**config.mk**
```make
export PLATFORM = sky130hd
export DESIGN_NAME = ebi_top
export DESIGN_NICKNAME = d
export VERILOG_FILES = /design/src/rtl/ebi_pkg.sv /design/src/rtl/ebi_page_regs.sv /design/src/rtl/ebi_addr_mux.sv /design/src/rtl/ebi_seq.sv /design/src/rtl/ebi_top.sv
export SDC_FILE = /design/constraint.sdc
export NUM_CORES = 1
export LEC_CHECK = 0
export ABC_AREA = 1
export ABC_CLOCK_PERIOD_IN_PS = 3100
export BUFFER_PORTS_ARGS = -buffer_cell sky130_fd_sc_hd__clkbuf_2
export CAP_MARGIN = 20
export CORE_UTILIZATION = 49
export CTS_CLUSTER_DIAMETER = 40
export DETAILED_ROUTE_END_ITERATION = 8
export GPL_TIMING_DRIVEN = 0
export PLACE_DENSITY = 0.87
export SLEW_MARGIN = 30
export SYNTH_ARGS = -nofsm -noshare
export SYNTH_HDL_FRONTEND = slang
export SYNTH_SLANG_ARGS = --single-unit
```
**constraint.sdc**
```tcl
create_clock -name clk -period 3.1 [get_ports clk]
set_input_delay 0.31 -clock clk [delete_from_list [all_inputs] [get_ports clk]]
set_output_delay 0.31 -clock clk [all_outputs]
set_load 0.02 [all_outputs]
```
**src/rtl/ebi_pkg.sv**
```systemverilog
package ebi_pkg;
   localparam int OFS_W  = 8;
   localparam int DATA_W = 8;
   localparam int NPAGES = 3;

   typedef enum logic [1:0] {
      ST_IDLE   = 2'd0,
      ST_ADR    = 2'd1,
      ST_HOLD   = 2'd2,
      ST_SAMPLE = 2'd3
   } ebi_state_e;

   typedef enum logic {
      SP_SCRATCH = 1'b0,
      SP_PORT    = 1'b1
   } ebi_space_e;
endpackage

```
**src/rtl/ebi_page_regs.sv**
```systemverilog
module ebi_page_regs
   import ebi_pkg::*;
#(
   parameter int NP = NPAGES
) (
   input  logic                        clk,
   input  logic                        rst_n,
   input  logic                        pg_wr,
   input  logic [1:0]                  pg_sel,
   input  logic [DATA_W-1:0]           pg_data,
   output logic [NP-1:0][DATA_W-1:0]   pages
);
   for (genvar gi = 0; gi < NP; gi++) begin : g_page
      always_ff @(posedge clk or negedge rst_n) begin
         if (!rst_n)
            pages[gi] <= '0;
         else if (pg_wr && (pg_sel == 2'(gi)))
            pages[gi] <= pg_data;
      end
   end
endmodule

```
**src/rtl/ebi_addr_mux.sv**
```systemverilog
module ebi_addr_mux
   import ebi_pkg::*;
#(
   parameter int AW = 24,
   parameter int NP = NPAGES
) (
   input  logic [NP-1:0][DATA_W-1:0] pages,
   input  logic [OFS_W-1:0]          offset,
   output logic [AW-1:0]             ext_addr
);
   localparam int WIDE_W   = NP * DATA_W + OFS_W;
   localparam int NARROW_W = DATA_W + OFS_W;

   if (AW > 16) begin : g_wide
      logic [WIDE_W-1:0] full;
      always_comb begin
         full = {pages, offset};
         ext_addr = full[AW-1:0];
      end
   end else begin : g_narrow
      logic [NARROW_W-1:0] full;
      always_comb begin
         full = {pages[0], offset};
         ext_addr = full[AW-1:0];
      end
   end
endmodule

```
**src/rtl/ebi_seq.sv**
```systemverilog
module ebi_seq
   import ebi_pkg::*;
#(
   parameter int DIRECT_W = 5
) (
   input  logic              clk,
   input  logic              rst_n,
   input  logic              req_valid,
   input  logic              req_space,
   input  logic              req_write,
   input  logic              req_indirect,
   input  logic [OFS_W-1:0]  req_offset,
   input  logic [DATA_W-1:0] req_wdata,
   input  logic              ready,
   input  logic [DATA_W-1:0] mem_rdata,
   input  logic [DATA_W-1:0] io_rdata,
   output logic              busy,
   output logic [OFS_W-1:0]  off_q,
   output logic [DATA_W-1:0] wdata_q,
   output logic              mem_rd,
   output logic              mem_wr,
   output logic              io_rd,
   output logic              io_wr,
   output logic              done,
   output logic [DATA_W-1:0] rdata
);
   localparam logic [OFS_W-1:0] DMASK = OFS_W'((1 << DIRECT_W) - 1);

   ebi_state_e state, state_nx;
   ebi_space_e space_q;
   logic       write_q;
   logic       accept;
   logic       finish;

   assign accept = (state == ST_IDLE) && req_valid;
   assign finish = (state == ST_SAMPLE) && ready;
   assign busy   = (state != ST_IDLE);

   always_comb begin
      state_nx = state;
      unique case (state)
         ST_IDLE:   if (req_valid) state_nx = ST_ADR;
         ST_ADR:    state_nx = ST_HOLD;
         ST_HOLD:   state_nx = ST_SAMPLE;
         ST_SAMPLE: if (ready) state_nx = ST_IDLE;
         default:   state_nx = ST_IDLE;
      endcase
   end

   always_ff @(posedge clk or negedge rst_n) begin
      if (!rst_n) begin
         state   <= ST_IDLE;
         space_q <= SP_SCRATCH;
         write_q <= 1'b0;
         off_q   <= '0;
         wdata_q <= '0;
         done    <= 1'b0;
         rdata   <= '0;
      end else begin
         state <= state_nx;
         done  <= finish;
         if (accept) begin
            space_q <= ebi_space_e'(req_space);
            write_q <= req_write;
            off_q   <= req_indirect ? req_offset : (req_offset & DMASK);
            if (req_write)
               wdata_q <= req_wdata;
         end
         if (finish && !write_q)
            rdata <= (space_q == SP_PORT) ? io_rdata : mem_rdata;
      end
   end

   always_comb begin
      mem_rd = busy && (space_q == SP_SCRATCH) && !write_q;
      mem_wr = busy && (space_q == SP_SCRATCH) &&  write_q;
      io_rd  = busy && (space_q == SP_PORT)    && !write_q;
      io_wr  = busy && (space_q == SP_PORT)    &&  write_q;
   end
endmodule

```
**src/rtl/ebi_top.sv**
```systemverilog
module ebi_top
   import ebi_pkg::*;
#(
   parameter int AW       = 24,
   parameter int DIRECT_W = 5
) (
   input  logic          clk,
   input  logic          rst_n,
   input  logic          req_valid,
   input  logic          req_space,
   input  logic          req_write,
   input  logic          req_indirect,
   input  logic [7:0]    req_offset,
   input  logic [7:0]    req_wdata,
   output logic          busy,
   output logic          done,
   output logic [7:0]    rdata,
   input  logic          pg_wr,
   input  logic [1:0]    pg_sel,
   input  logic [7:0]    pg_data,
   output logic [AW-1:0] ext_addr,
   output logic [7:0]    ext_wdata,
   output logic          mem_rd,
   output logic          mem_wr,
   output logic          io_rd,
   output logic          io_wr,
   input  logic [7:0]    mem_rdata,
   input  logic [7:0]    io_rdata,
   input  logic          ready
);
   if (AW < 8 || AW > 32) begin : g_bad_aw
      $error("ebi_top: AW must lie in 8..32");
   end
   if (DIRECT_W < 1 || DIRECT_W > OFS_W) begin : g_bad_dw
      $error("ebi_top: DIRECT_W must lie in 1..8");
   end

   logic [NPAGES-1:0][DATA_W-1:0] pages;
   logic [OFS_W-1:0]              off_q;

   ebi_page_regs #(.NP(NPAGES)) u_pages (
      .clk     (clk),
      .rst_n   (rst_n),
      .pg_wr   (pg_wr),
      .pg_sel  (pg_sel),
      .pg_data (pg_data),
      .pages   (pages)
   );

   ebi_seq #(.DIRECT_W(DIRECT_W)) u_seq (
      .clk          (clk),
      .rst_n        (rst_n),
      .req_valid    (req_valid),
      .req_space    (req_space),
      .req_write    (req_write),
      .req_indirect (req_indirect),
      .req_offset   (req_offset),
      .req_wdata    (req_wdata),
      .ready        (ready),
      .mem_rdata    (mem_rdata),
      .io_rdata     (io_rdata),
      .busy         (busy),
      .off_q        (off_q),
      .wdata_q      (ext_wdata),
      .mem_rd       (mem_rd),
      .mem_wr       (mem_wr),
      .io_rd        (io_rd),
      .io_wr        (io_wr),
      .done         (done),
      .rdata        (rdata)
   );

   ebi_addr_mux #(.AW(AW), .NP(NPAGES)) u_amux (
      .pages    (pages),
      .offset   (off_q),
      .ext_addr (ext_addr)
   );
endmodule

```
* After elaboration in Yosys (flattened, before gate mapping) *
Index checks and enable logic that the tools add are counted.

operators by class
  bitwise operators = 1
  eq/ne operators = 6
  muxes and demuxes = 5
  reduce and logical (&&, ||, !) cells = 17

operators with widths
  operator                                                         count
  8-bit two-way mux                                                2
  1-bit logical AND                                                11
  2-bit case mux with 4 select lines                               1
  2-bit by 1-bit == test with 1-bit output, second input constant  2
  2-bit == test, second input constant                             2
  2-bit zero test                                                  2
  2-bit two-way mux                                                2
  2-bit != test, second input constant                             2
  2-bit AND reduction                                              2
  2-bit nonzero test                                               1
  1-bit zero test                                                  1
  1-bit inverter                                                   1

word-level totals
  output and inout port bits = 46
  bits in registers = 45
  bits of input ports = 50

* Depth between registers and ports, before layout *
Gate-level depths: netlist of the first run.

  depth in word-level cells = 3
  mapped depth = 7

* Hierarchy *
From an unflattened synthesis of the first run, not the netlist that was laid out.

unflattened totals
  cell total of the unflattened synthesis = 298
  area, all modules = 2560.0 um^2

modules (own cells, without submodules)
  module         area each (um^2)  times used  cells an instance  sequential area each (um^2)
  ebi_seq        1328.8            1           167                725.7
  ebi_page_regs  1051.0            1           107                600.6
  ebi_addr_mux   180.2             1           24                 0.0

* Worst setup path before layout of the first run *
No wires, ideal clock.

  path type = register to output
  start point = register u_seq.state[0]
  end point = output io_rd
  data required time = 2790 ps
  path slack = 1596 ps
  path buffers = 0
  cell stages (with the launch flop) = 4
  data arrival time = 1194 ps
  cells stage by stage = dfrtp_1 inv_1 ha_1 nor3_1

between the ends
  longest elaborated chain between the ends = 3

RTL lines
  element                         line           source
  from (decl)                     ebi_seq.sv:29  ebi_state_e state, state_nx;
  from (signal assigned)          ebi_seq.sv:60  state <= state_nx;
  2-bit nonzero test              ebi_seq.sv:37  assign busy = (state != ST_IDLE);
  1-bit logical AND (2 in a row)  ebi_seq.sv:77  io_rd = busy && (space_q == SP_PORT) && !write_q;
  to (decl)                       ebi_top.sv:25  output logic io_rd,

No other way between the ends.

* Final worst setup path of the first run *
  start point = register u_seq.state[1]
  end point = output io_rd

The elaborated chain is that of the path after synthesis.

==> implementation parameters, run 1 <==
Parameter                              Value

Floorplan
  Area of the die ... 4392 um2
  Die Span Y ... 66.28 um
  Number of rows in the core area ... 22
  Overall die width ... 66.28 um
  Starting Density ... 53.29%
  I/O pin count ... 96
  Core box area ... 3799 um2

STA
  Total negative slack for setup checks ... 0 ns
  Post-layout minimum cycle time ... 1.760 ns
  Final count of pins violating max slew ... 0
  Final period util ... 56.78%
  Unrepaired setup endpoints after global routing ... no
  Worst hold slack ... 0.02764 ns
  Total setup violations reported at the end of the flow ... 0
  Worst slew margin relative to its limit ... 61.44%
  Number of endpoints with negative hold slack in the final report ... 0
  Fmax ... 568.2 MHz
  Worst Skew ... 0.009594 ns
  Transition time at the pin with the least slew margin ... 0.5784 ns

Drt
  Average detailed-routed wire length per instance ... 10.99 um
  Residual DRC ... 0
  Total number of vias ... 1857
  Post-route antenna net violation count ... 0
  Vias per cell ... 4.811
  Pre-Repair DR Iteration Count ... 4
  DR iter-0 viols ... 95
  Sum of routed wire length over all layers ... 4244 um

Logic synthesis
  Syn Area/Cell ... 8.506 um2
  Flip-flop and latch count after synthesis ... 45
  Cell count after synthesis ... 238
  Distinct cells, synth ... 18
  Cell type contributing the most total cell area after synthesis ... dfrtp_1
  Sequential area share after synthesis ... 55.62%
  Top post-synthesis cells by area ... dfrtp_1, nand2_1, nand3_1
  Yosys synthesis warning count ... 0
  Top cell type's share of synthesized area ... 55.62%
  Post-synthesis instance area ... 2024 um2
  Number of nets in the synthesized netlist ... 292

Critical path
  Setup slack of the most critical reg-to-reg path ... 1.75 ns
  Reg2Reg Capture Point ... u_seq.off_q[1]$_DFFE_PN0P_
  Sort of element at the start of the critical path ... register
  Crit Path Max Fanout ... 5
  Worst reg2reg path depth ... 7
  Element type at the critical path end ... output pin
  Start-to-end type of the worst setup path ... reg -> out
  Crit path required time ... 2.79 ns
  Critical path destination ... io_rd
  Worst reg2reg startpoint ... u_seq.state[1]$_DFFE_PN0P_
  Arrival time of data at the critical path endpoint ... 1.45 ns
  Start point of the critical path ... u_seq.state[1]$_DFFE_PN0P_

Clock tree
  Num CTS Buffers ... 5
  CTS H-Tree Depth ... 2
  Maximum buffer depth of the clock tree ... 2
  Clk sinks ... 45
  Skew-Pair Late Insertion Delay ... 0.30 ns
  CTS root buffer ... clkbuf_8
  Count of cells resized by post-cts repair ... 0
  CTS tree ... built
  Hold-fix buffers at CTS ... 0
  Clock-pin slew reported for the worst setup and hold paths after clock tree synthesis ... 0.09 ns
  Post-CTS Setup Inserts ... 0

Final layout
  Total inserted antenna cells ... 0
  NumNets Final ... 391
  Proportion of layout cells with a drive suffix above 1 ... 35.80%
  Area added between synthesis and finish ... 30.47%
  Final core utilization ... 69.53%
  # fillers ... 301
  Leading cell type in the layout, fill and taps excluded ... nand2_1
  Final design area excluding fillers ... 2641 um2
  Most frequent cells in the layout ... nand2_1, clkbuf_2, dfrtp_1

Global route
  Number of antenna violations at the first check in global routing ... 0
  Via count of the first global-routing pass ... 1615
  All-layer global routing usage ... 20.37%
  Pin count of the biggest net entering global routing ... 46
  Remaining global-route overflow ... 0
  First-pass GRT wire length ... 6706 um

Run
  Count of max-cap constraint violations ... 0

Placement
  HPWL after detailed placement ... 3299 um
  Number of buffer cells added on primary ports ... 92
  Final weighted congestion in routability-driven placement ... 0.7703
  Post-detailed-placement cell area ... 2547 um2

Power and ir drop
  Power per standard cell area ... 870.2 nW/um2
  Leakage component of the power ... 0.001583 uW
  Worst VDD drop ... 0.0004989 V

Min path
  Type of the worst min-delay path ... in -> async

Run status
  Run status ... completed
area by class of cell:
cell class / instances / area, um2 / share of cell area, %
Sequential cell: 45 / 1126 / 42.63
Multi-Input combinational cell: 173 / 800.8 / 30.32
Timing Repair Buffer: 92 / 462.9 / 17.53
Clock buffer: 5 / 68.82 / 2.605
Tap cell: 48 / 60.06 / 2.274
Buffer: 8 / 51.30 / 1.942
Inverter: 12 / 46.29 / 1.753
Clock inverter: 3 / 25.02 / 0.9474
cells by family after synthesis:
| group | count (synthesis) | synth area share [%] |
|---|---|---|
| AOI/OAI and AO/OA | 5 | 1.236 |
| adders and majority gates | 4 | 2.472 |
| buffers and inverters | 20 | 4.820 |
| DFF | 45 | 55.62 |
| and+or+nand+nor | 164 | 35.85 |
report_power, final:
group	switching [uW]	internal (uW)	leakage [uW]	total, uW
Combinational	673	345	0.000973	1020
Sequential	120	792	0.000565	912
Clock	204	164	0.0000452	368
Total	998	1300	0.00158	2300
state kept, by name, summed over array words and instances (netlist names):
signal and flops:
u_seq.off_q 8, u_seq.done 1, u_seq.write_q 1, u_seq.space_q 1, u_pages.pages 16, u_seq.wdata_q 8, u_seq.state 2, u_seq.rdata 8
cells in the mapped netlist (all sizes together):
master,n
inv,11
buf,8
o21ai,5
dfrtp,45
clkinv,1
nor3,4
ha,4
nand2,129
nand3,21
nand4,8
nor2,2
worst min-delay path by stage:
stage	endpoint	slack (ns)	cells past startpoint
floorplan	u_pages.pages[0]$_DFFE_PN0P_	0.01	0
global placement	u_pages.pages[11]$_DFFE_PN0P_	0.45	2
detailed placement	u_seq.wdata_q[6]$_DFFE_PN0P_	0.38	1
CTS	u_seq.off_q[4]$_DFFE_PN0P_	0.04	1
global route	u_seq.off_q[3]$_DFFE_PN0P_	0.07	1
finish	u_seq.off_q[4]$_DFFE_PN0P_	0.03	1
stage by stage:
step                      cells  total power, uW  setup WS (ns)
final                       386             2299          1.340
after global routing        386             2484          1.252
after CTS                   386             2326          1.322
after detailed placement    378             1951          1.668
after global placement      378             1913          1.701
after floorplan             238             1588          1.596
worst max-delay path, stage by stage (launching register included):
cell,delay [ns]
dfrtp_1,0.41
inv_1,0.07
ha_1,0.26
nor3_1,0.22
clkbuf_2,0.20
layer usage:
| metal | GRT usage (%) | wire length (um) | up-vias | part of all wire (%) |
|---|---|---|---|---|
| li1 | - | - | 949 | - |
| met1 | 25.20 | 1979 | 827 | 47 |
| met2 | 34.06 | 1944 | 79 | 46 |
| met3 | 6.034 | 301 | 2 | 7.1 |
| met4 | 6.383 | 19 | 0 | 0.45 |
| met5 | 0 | 0 | - | 0 |
Power figures use the tool's default switching activity.
==> run 2: changes to the inputs <==
--- a/config.mk
+++ b/config.mk
@@ -6,14 +6,14 @@
 export NUM_CORES = 1
 export LEC_CHECK = 0
 export ABC_AREA = 1
-export ABC_CLOCK_PERIOD_IN_PS = 3100
+export ABC_CLOCK_PERIOD_IN_PS = 1600
 export BUFFER_PORTS_ARGS = -buffer_cell sky130_fd_sc_hd__clkbuf_2
 export CAP_MARGIN = 20
-export CORE_UTILIZATION = 49
+export CORE_UTILIZATION = 41
 export CTS_CLUSTER_DIAMETER = 40
 export DETAILED_ROUTE_END_ITERATION = 8
 export GPL_TIMING_DRIVEN = 0
-export PLACE_DENSITY = 0.87
+export PLACE_DENSITY = 0.78
 export SLEW_MARGIN = 30
 export SYNTH_ARGS = -nofsm -noshare
 export SYNTH_HDL_FRONTEND = slang
==> constraint.sdc (replaced) <==
create_clock -name clk -period 1.6 [get_ports clk]
set_input_delay 0.16 -clock clk [delete_from_list [all_inputs] [get_ports clk]]
set_output_delay 0.16 -clock clk [all_outputs]
set_load 0.02 [all_outputs]
==> run 2 against run 1 <==
Against the previous run:
- clock power grew 85%
- sequential share of layout area shrank 0.71 points
- via count grew 0.32%
- final cell count grew 5.7%
- cell area grew 1.7%
- first-iteration DRC count shrank 9.5%
- critical path type unchanged
- critical endpoint is now mem_rd
==> implementation parameters, run 2 (synthesis results as in run 1) <==
Parameter                              Value

Run status
  Run status ... completed (unchanged)

Floorplan
  Die Span Y ... 72.27 um (was 66.28 um)
  Core box area ... 4723 um2 (was 3799 um2)
  I/O pin count ... 96 (unchanged)
  Number of rows in the core area ... 25 (was 22)
  Area of the die ... 5223 um2 (was 4392 um2)
  Overall die width ... 72.27 um (was 66.28 um)
  Starting Density ... 42.86% (was 53.29%)

Critical path
  Crit path required time ... 1.44 ns (was 2.79 ns)
  Start-to-end type of the worst setup path ... reg -> out (unchanged)
  CP Cell Sequence ... inv_1 -> ha_1 -> nor3_1 -> buf_2 (was inv_1 -> ha_1 -> nor3_1 -> clkbuf_2)
  Element type at the critical path end ... output pin (unchanged)
  Crit Path Max Fanout ... 4 (was 5)
  Sort of element at the start of the critical path ... register (unchanged)
  Delay contributed by the slowest stage of the critical path ... 0.36 ns (was 0.41 ns)
  Master of the slowest instance on the critical path ... dfrtp_1 (unchanged)
  Arrival time of data at the critical path endpoint ... 1.36 ns (was 1.45 ns)
  Sum of buffers and inverters on the critical path ... 2 (unchanged)
  Cell type group with the largest total delay on the critical path ... flip-flops (unchanged)

Global route
  Pin count of the biggest net entering global routing ... 46 (unchanged)
  First-pass GRT wire length ... 7355 um (was 6706 um)
  All-layer global routing usage ... 18.07% (was 20.37%)
  Via count of the first global-routing pass ... 1753 (was 1615)
  Number of antenna violations at the first check in global routing ... 0 (unchanged)
  Remaining global-route overflow ... 0 (unchanged)

Placement
  Final weighted congestion in routability-driven placement ... 0.7671 (was 0.7703)
  Number of buffer cells added on primary ports ... 92 (unchanged)
  HPWL after detailed placement ... 3450 um (was 3299 um)
  Post-detailed-placement cell area ... 2571 um2 (was 2547 um2)

Drt
  DR iter-0 viols ... 86 (was 95)
  Post-route antenna net violation count ... 0 (unchanged)
  Pre-Repair DR Iteration Count ... 4 (unchanged)
  Residual DRC ... 0 (unchanged)
  Sum of routed wire length over all layers ... 4529 um (was 4244 um)
  Vias per cell ... 4.566 (was 4.811)
  Total number of vias ... 1863 (was 1857)
  Average detailed-routed wire length per instance ... 11.10 um (was 10.99 um)

Clock tree
  CTS tree ... built (unchanged)
  CTS H-Tree Depth ... 2 (unchanged)
  Num CTS Buffers ... 5 (unchanged)
  Clk sinks ... 45 (unchanged)
  Maximum buffer depth of the clock tree ... 2 (unchanged)
  CTS root buffer ... clkbuf_8 (unchanged)
  Skew-Pair Late Insertion Delay ... 0.29 ns (was 0.30 ns)
  Clock-pin slew reported for the worst setup and hold paths after clock tree synthesis ... 0.08 ns (was 0.09 ns)

STA
  Worst slew margin relative to its limit ... 60.29% (was 61.44%)
  Number of endpoints with negative hold slack in the final report ... 0 (unchanged)
  Fmax ... 656.6 MHz
  Final period util ... 95.18%
  Worst Skew ... 0.007111 ns (was 0.009594 ns)
  Final count of pins violating max slew ... 0 (unchanged)
  Transition time at the pin with the least slew margin ... 0.5956 ns (was 0.5784 ns)
  Total setup violations reported at the end of the flow ... 0 (unchanged)
  Total negative slack for setup checks ... 0 ns (unchanged)
  Post-layout minimum cycle time ... 1.523 ns
  Unrepaired setup endpoints after global routing ... no (unchanged)

Final layout
  Leading cell type in the layout, fill and taps excluded ... nand2_1 (unchanged)
  Final design area excluding fillers ... 2686 um2 (was 2641 um2)
  Flip-flop count of the largest register after layout ... 16 (unchanged)
  # fillers ... 442 (was 301)
  Proportion of layout cells with a drive suffix above 1 ... 36.07% (was 35.80%)
  Total inserted antenna cells ... 0 (unchanged)
  Area added between synthesis and finish ... 32.69% (was 30.47%)
  NumNets Final ... 394 (was 391)
  Most frequent cells in the layout ... nand2_1, clkbuf_2, dfrtp_1 (unchanged)
  Largest register by flop count ... u_pages.pages (unchanged)
  Area taken by multi-input logic gates ... 803.3 um2 (was 800.8 um2)
  Area used by sequential logic in the layout ... 1126 um2 (unchanged)

Power and ir drop
  Power per standard cell area ... 1669 nW/um2 (was 870.2 nW/um2)
  Worst VDD drop ... 0.0007211 V (was 0.0004989 V)
  Leakage component of the power ... 0.001589 uW (was 0.001583 uW)

Run
  Count of max-cap constraint violations ... 0 (unchanged)

Min path
  Type of the worst min-delay path ... in -> reg (was in -> async)
## run 2: what timing repair did
action / in CTS / in global routing
resized for setup: 1 / 3
hold buffers: 1 / 0
setup endpoints to repair: 2 / 4
hold endpoints to repair: 45 / 0
gates cloned: 0 / 0
setup buffers: 0 / 2
## run 2: cell type report
cell class	instances	area share, %
well taps	67	3.121
inverters	12	1.723
flip-flops and latches	45	41.92
multi-input cells	173	29.90
repair buffers	95	18.16
clock inverters	2	0.5589
clock buffers	6	2.701
plain buffers	8	1.910
## run 2: metal layers
metal / vias to the layer above / GRT usage, % / share of wire [%]
met3: 2 / 4.306 / 5.7
met4: 0 / 4.575 / 0.42
met1: 839 / 21.45 / 45
met5: - / 0 / 0
li1: 947 / - / -
met2: 75 / 32.81 / 49
## run 2: final timing paths
| kind | start | endpoint | slack [ns] | depth (start not counted) |
|---|---|---|---|---|
| max in group asynchronous | rst_n | u_pages.pages[10]$_DFFE_PN0P_ | 0.75 | 2 |
| worst min register to register | u_pages.pages[13]$_DFFE_PN0P_ | u_pages.pages[13]$_DFFE_PN0P_ | 0.47 | 2 |
| worst max register to register | u_seq.state[0]$_DFFE_PN0P_ | u_seq.wdata_q[3]$_DFFE_PN0P_ | 0.30 | 7 |
| min in group asynchronous | rst_n | u_seq.wdata_q[7]$_DFFE_PN0P_ | 0.44 | 2 |
| worst max-delay path | u_seq.state[0]$_DFFE_PN0P_ | mem_rd | 0.08 | 4 |
| worst min-delay path | req_offset[2] | u_seq.off_q[2]$_DFFE_PN0P_ | 0.07 | 3 |
## run 2: worst register-to-register path, stage by stage (launching register included)
cell      delay [ns]
dfrtp_1         0.39
inv_1           0.12
ha_2            0.26
nand2_2         0.09
clkinv_2        0.10
buf_6           0.16
nand3_2         0.07
nand2_1         0.07
## run 2: through the flow
stage	util (%)	hold WS [ns]	setup slack, ns	total power [uW]	instances
after floorplan	-	-0.1356	0.2461	3077	238
after global placement	54.38	0.3598	0.2876	3716	397
after detailed placement	54.44	0.2314	0.2081	3789	397
after CTS	56.56	0.05663	0.02077	4490	406
after global routing	56.87	0.05474	0.003505	4835	408
final	56.87	0.06528	0.07707	4484	408
## run 2: report_power, final
| group | total (uW) | switching, uW | internal (uW) |
|---|---|---|---|
| clock | 682 | 374 | 308 |
| sequential | 1770 | 232 | 1530 |
| combinational | 2040 | 1330 | 707 |
==> run 3: changes to the inputs <==
--- a/config.mk
+++ b/config.mk
@@ -6,14 +6,14 @@
 export NUM_CORES = 1
 export LEC_CHECK = 0
 export ABC_AREA = 1
-export ABC_CLOCK_PERIOD_IN_PS = 1600
+export ABC_CLOCK_PERIOD_IN_PS = 1410
 export BUFFER_PORTS_ARGS = -buffer_cell sky130_fd_sc_hd__clkbuf_2
 export CAP_MARGIN = 20
-export CORE_UTILIZATION = 41
+export CORE_UTILIZATION = 46
 export CTS_CLUSTER_DIAMETER = 40
 export DETAILED_ROUTE_END_ITERATION = 8
 export GPL_TIMING_DRIVEN = 0
-export PLACE_DENSITY = 0.78
+export PLACE_DENSITY = 0.82
 export SLEW_MARGIN = 30
 export SYNTH_ARGS = -nofsm -noshare
 export SYNTH_HDL_FRONTEND = slang
==> constraint.sdc (replaced) <==
create_clock -name clk -period 1.41 [get_ports clk]
set_input_delay 0.141 -clock clk [delete_from_list [all_inputs] [get_ports clk]]
set_output_delay 0.141 -clock clk [all_outputs]
set_load 0.02 [all_outputs]
==> run 3 against run 2 <==
Against the previous run:
- the flow now finishes with violations (setup timing)
- hold slack worse by 0.026 ns
- register-to-register slack got worse by 0.15 ns
- combinational power rose by 28%
- sequential power is 13% higher
- worst setup slack got worse by 0.099 ns
- via count grew 2.4%
- power increased by 25%
- sequential share of layout area fell by 1.6 points
- clock skew is 0.0028 ns lower
- critical endpoint is now io_rd
- clock power up 46%
==> implementation parameters, run 3 (synthesis results as in run 1) <==
Parameter                              Value

Floorplan
  Core box area ... 4115 um2 (was 4723 um2)
  I/O pin count ... 96 (unchanged)
  Area of the die ... 4670 um2 (was 5223 um2)
  Number of rows in the core area ... 23 (was 25)
  Die Span Y ... 68.34 um (was 72.27 um)
  Overall die width ... 68.34 um (was 72.27 um)
  Starting Density ... 49.19% (was 42.86%)

STA
  Worst Skew ... 0.004303 ns (was 0.007111 ns)
  Number of endpoints with negative hold slack in the final report ... 0 (unchanged)
  Transition time at the pin with the least slew margin ... 0.6072 ns (was 0.5956 ns)
  Setup WS post-layout ... -0.02225 ns (was 0.07707 ns)
  Worst slew margin relative to its limit ... 59.52% (was 60.29%)
  Final period util ... 101.6%
  Fmax ... 698.2 MHz
  Unrepaired setup endpoints after global routing ... yes (was no)
  Total setup violations reported at the end of the flow ... 1 (was 0)
  Final count of pins violating max slew ... 0 (unchanged)
  Post-layout minimum cycle time ... 1.432 ns
  Total negative slack for setup checks ... -0.02225 ns (was 0 ns)

Critical path
  Crit Path Max Fanout ... 3 (was 4)
  Setup slack of the most critical reg-to-reg path ... 0.15 ns (was 0.30 ns)
  Cell type group with the largest total delay on the critical path ... flip-flops (unchanged)
  Worst reg2reg path depth ... 5 (was 7)
  Sum of buffers and inverters on the critical path ... 2 (unchanged)
  Crit path required time ... 1.27 ns (was 1.44 ns)
  CP Cell Sequence ... clkinvlp_4 -> nor3_2 -> buf_4 (was inv_1 -> ha_1 -> nor3_1 -> buf_2)
  Delay contributed by the slowest stage of the critical path ... 0.42 ns (was 0.36 ns)
  Sort of element at the start of the critical path ... register (unchanged)
  Element type at the critical path end ... output pin (unchanged)
  Master of the slowest instance on the critical path ... dfrtp_1 (unchanged)
  Arrival time of data at the critical path endpoint ... 1.29 ns (was 1.36 ns)
  Worst reg2reg startpoint ... u_seq.state[0]$_DFFE_PN0P_ (unchanged)
  Start-to-end type of the worst setup path ... reg -> out (unchanged)
  Reg2Reg Capture Point ... u_seq.rdata[7]$_DFFE_PN0P_ (was u_seq.wdata_q[3]$_DFFE_PN0P_)

Final layout
  # fillers ... 342 (was 442)
  Total inserted antenna cells ... 0 (unchanged)
  Area added between synthesis and finish ... 37.95% (was 32.69%)
  Leading cell type in the layout, fill and taps excluded ... nand2_1 (unchanged)
  Final core utilization ... 67.86% (was 56.87%)
  Proportion of layout cells with a drive suffix above 1 ... 39.07% (was 36.07%)
  Most frequent cells in the layout ... nand2_1, clkbuf_2, dfrtp_1 (unchanged)
  NumNets Final ... 396 (was 394)
  Flip-flop count of the largest register after layout ... 16 (unchanged)
  Largest register by flop count ... u_pages.pages (unchanged)

Placement
  Final weighted congestion in routability-driven placement ... 0.7288 (was 0.7671)
  Post-Place Worst Slack ... 0.08853 ns (was 0.2081 ns)
  Number of buffer cells added on primary ports ... 92 (unchanged)
  HPWL after detailed placement ... 3399 um (was 3450 um)

Drt
  DR iter-0 viols ... 51 (was 86)
  Post-route antenna net violation count ... 0 (unchanged)
  Sum of routed wire length over all layers ... 4713 um (was 4529 um)
  Average detailed-routed wire length per instance ... 11.99 um (was 11.10 um)
  Residual DRC ... 0 (unchanged)
  Pre-Repair DR Iteration Count ... 4 (unchanged)
  Vias per cell ... 4.852 (was 4.566)
  Total number of vias ... 1907 (was 1863)

Clock tree
  CTS root buffer ... clkbuf_8 (unchanged)
  CTS H-Tree Depth ... 2 (unchanged)
  Clk sinks ... 45 (unchanged)
  CTS tree ... built (unchanged)
  Skew-Pair Late Insertion Delay ... 0.29 ns (about the same)
  Maximum buffer depth of the clock tree ... 2 (unchanged)
  Clock-pin slew reported for the worst setup and hold paths after clock tree synthesis ... 0.08 ns (about the same)
  Num CTS Buffers ... 5 (unchanged)

Run
  Count of max-cap constraint violations ... 0 (unchanged)

Min path
  Hold path startpoint ... req_offset[2] (unchanged)
  Instance count along the most critical hold path ... 3 (unchanged)
  Hold worst-path end ... u_seq.off_q[2]$_DFFE_PN0P_ (unchanged)
  Type of the worst min-delay path ... in -> reg (unchanged)

Run status
  Violated checks ... setup timing
  Run status ... finished with violations (was completed)

Global route
  All-layer global routing usage ... 19.85% (was 18.07%)
  Pin count of the biggest net entering global routing ... 46 (unchanged)
  First-pass GRT wire length ... 6775 um (was 7355 um)
  Remaining global-route overflow ... 0 (unchanged)
  Number of antenna violations at the first check in global routing ... 0 (unchanged)
  Via count of the first global-routing pass ... 1571 (was 1753)

Power and ir drop
  Power per standard cell area ... 2005 nW/um2 (was 1669 nW/um2)
  Worst VDD drop ... 0.001039 V (was 0.0007211 V)
  Leakage component of the power ... 0.001626 uW (was 0.001589 uW)
-- run 3: cell types whose count changed in the layout (fill, tap and decap cells not counted), sizes merged --
cell and change:
inv -1, bufinv +1, clkbuf -1, buf +3
-- run 3: layout make-up --
cell class              instances  area [um2]  area share, %
flip-flops and latches         45        1126          40.32
multi-input cells             173       857.1          30.69
repair buffers                 98       524.3          18.77
clock buffers                   6       82.58          2.957
well taps                      50       62.56          2.240
plain buffers                   7       52.55          1.882
inverters                      12       50.05          1.792
clock inverters                 2       37.54          1.344
-- run 3: worst max path at each step --
| stage | from | endpoint | slack [ns] | cells after the start |
|---|---|---|---|---|
| floorplan | u_seq.state[0]$_DFFE_PN0P_ | io_rd | 0.08 | 3 |
| global placement | u_seq.state[0]$_DFFE_PN0P_ | u_seq.off_q[4]$_DFFE_PN0P_ | 0.1 | 7 |
| detailed placement | u_seq.state[1]$_DFFE_PN0P_ | u_seq.wdata_q[5]$_DFFE_PN0P_ | 0.09 | 7 |
| CTS | u_seq.state[0]$_DFFE_PN0P_ | mem_wr | -0.003 | 4 |
| global route | u_seq.space_q$_DFFE_PN0P_ | io_rd | -0.08 | 3 |
| finish | u_seq.space_q$_DFFE_PN0P_ | io_rd | -0.02 | 3 |
-- run 3: layer usage --
| layer | global-route usage, % | vias up | wire (um) |
|---|---|---|---|
| met2 | 33.09 | 69 | 2332 |
| met3 | 5.500 | 6 | 267 |
| met5 | 0 | - | 0 |
| li1 | - | 961 | - |
| met1 | 24.44 | 871 | 2054 |
| met4 | 7.031 | 0 | 58 |
-- run 3: report_power, final --
part | switching, uW | leakage, uW | internal [uW] | total (uW)
clock | 423 | 0.0000574 | 576 | 999
combinational | 1640 | 0.00100 | 972 | 2610
sequential | 255 | 0.000565 | 1740 | 2000
total | 2310 | 0.00163 | 3290 | 5600
-- run 3: worst min-delay path: cells and delay by family --
family	cells	cell delay (ns)
buf+inv	1	0.07
simple gates	2	0.08
-- run 3: through the flow --
step           instances  cell area (um2)  power, uW  hold WS (ns)
4_1_cts              390             2745       5488       0.03128
6_report             393             2793       5600       0.03922
3_5_place_dp         380             2550       4292        0.2164
2_1_floorplan        238             2024       3492       -0.1546
3_3_place_gp         380             2547       4211        0.3384
5_1_grt              393             2793       6022       0.05326
-- run 3: repair_timing --
action | CTS | global route
resized for setup | 14 | 11
pin swaps | 3 | 0
setup endpoints to repair | 5 | 5
hold buffers | 1 | 0
setup buffers | 2 | 3
hold endpoints to repair | 45 | 0
gates cloned | 0 | 0
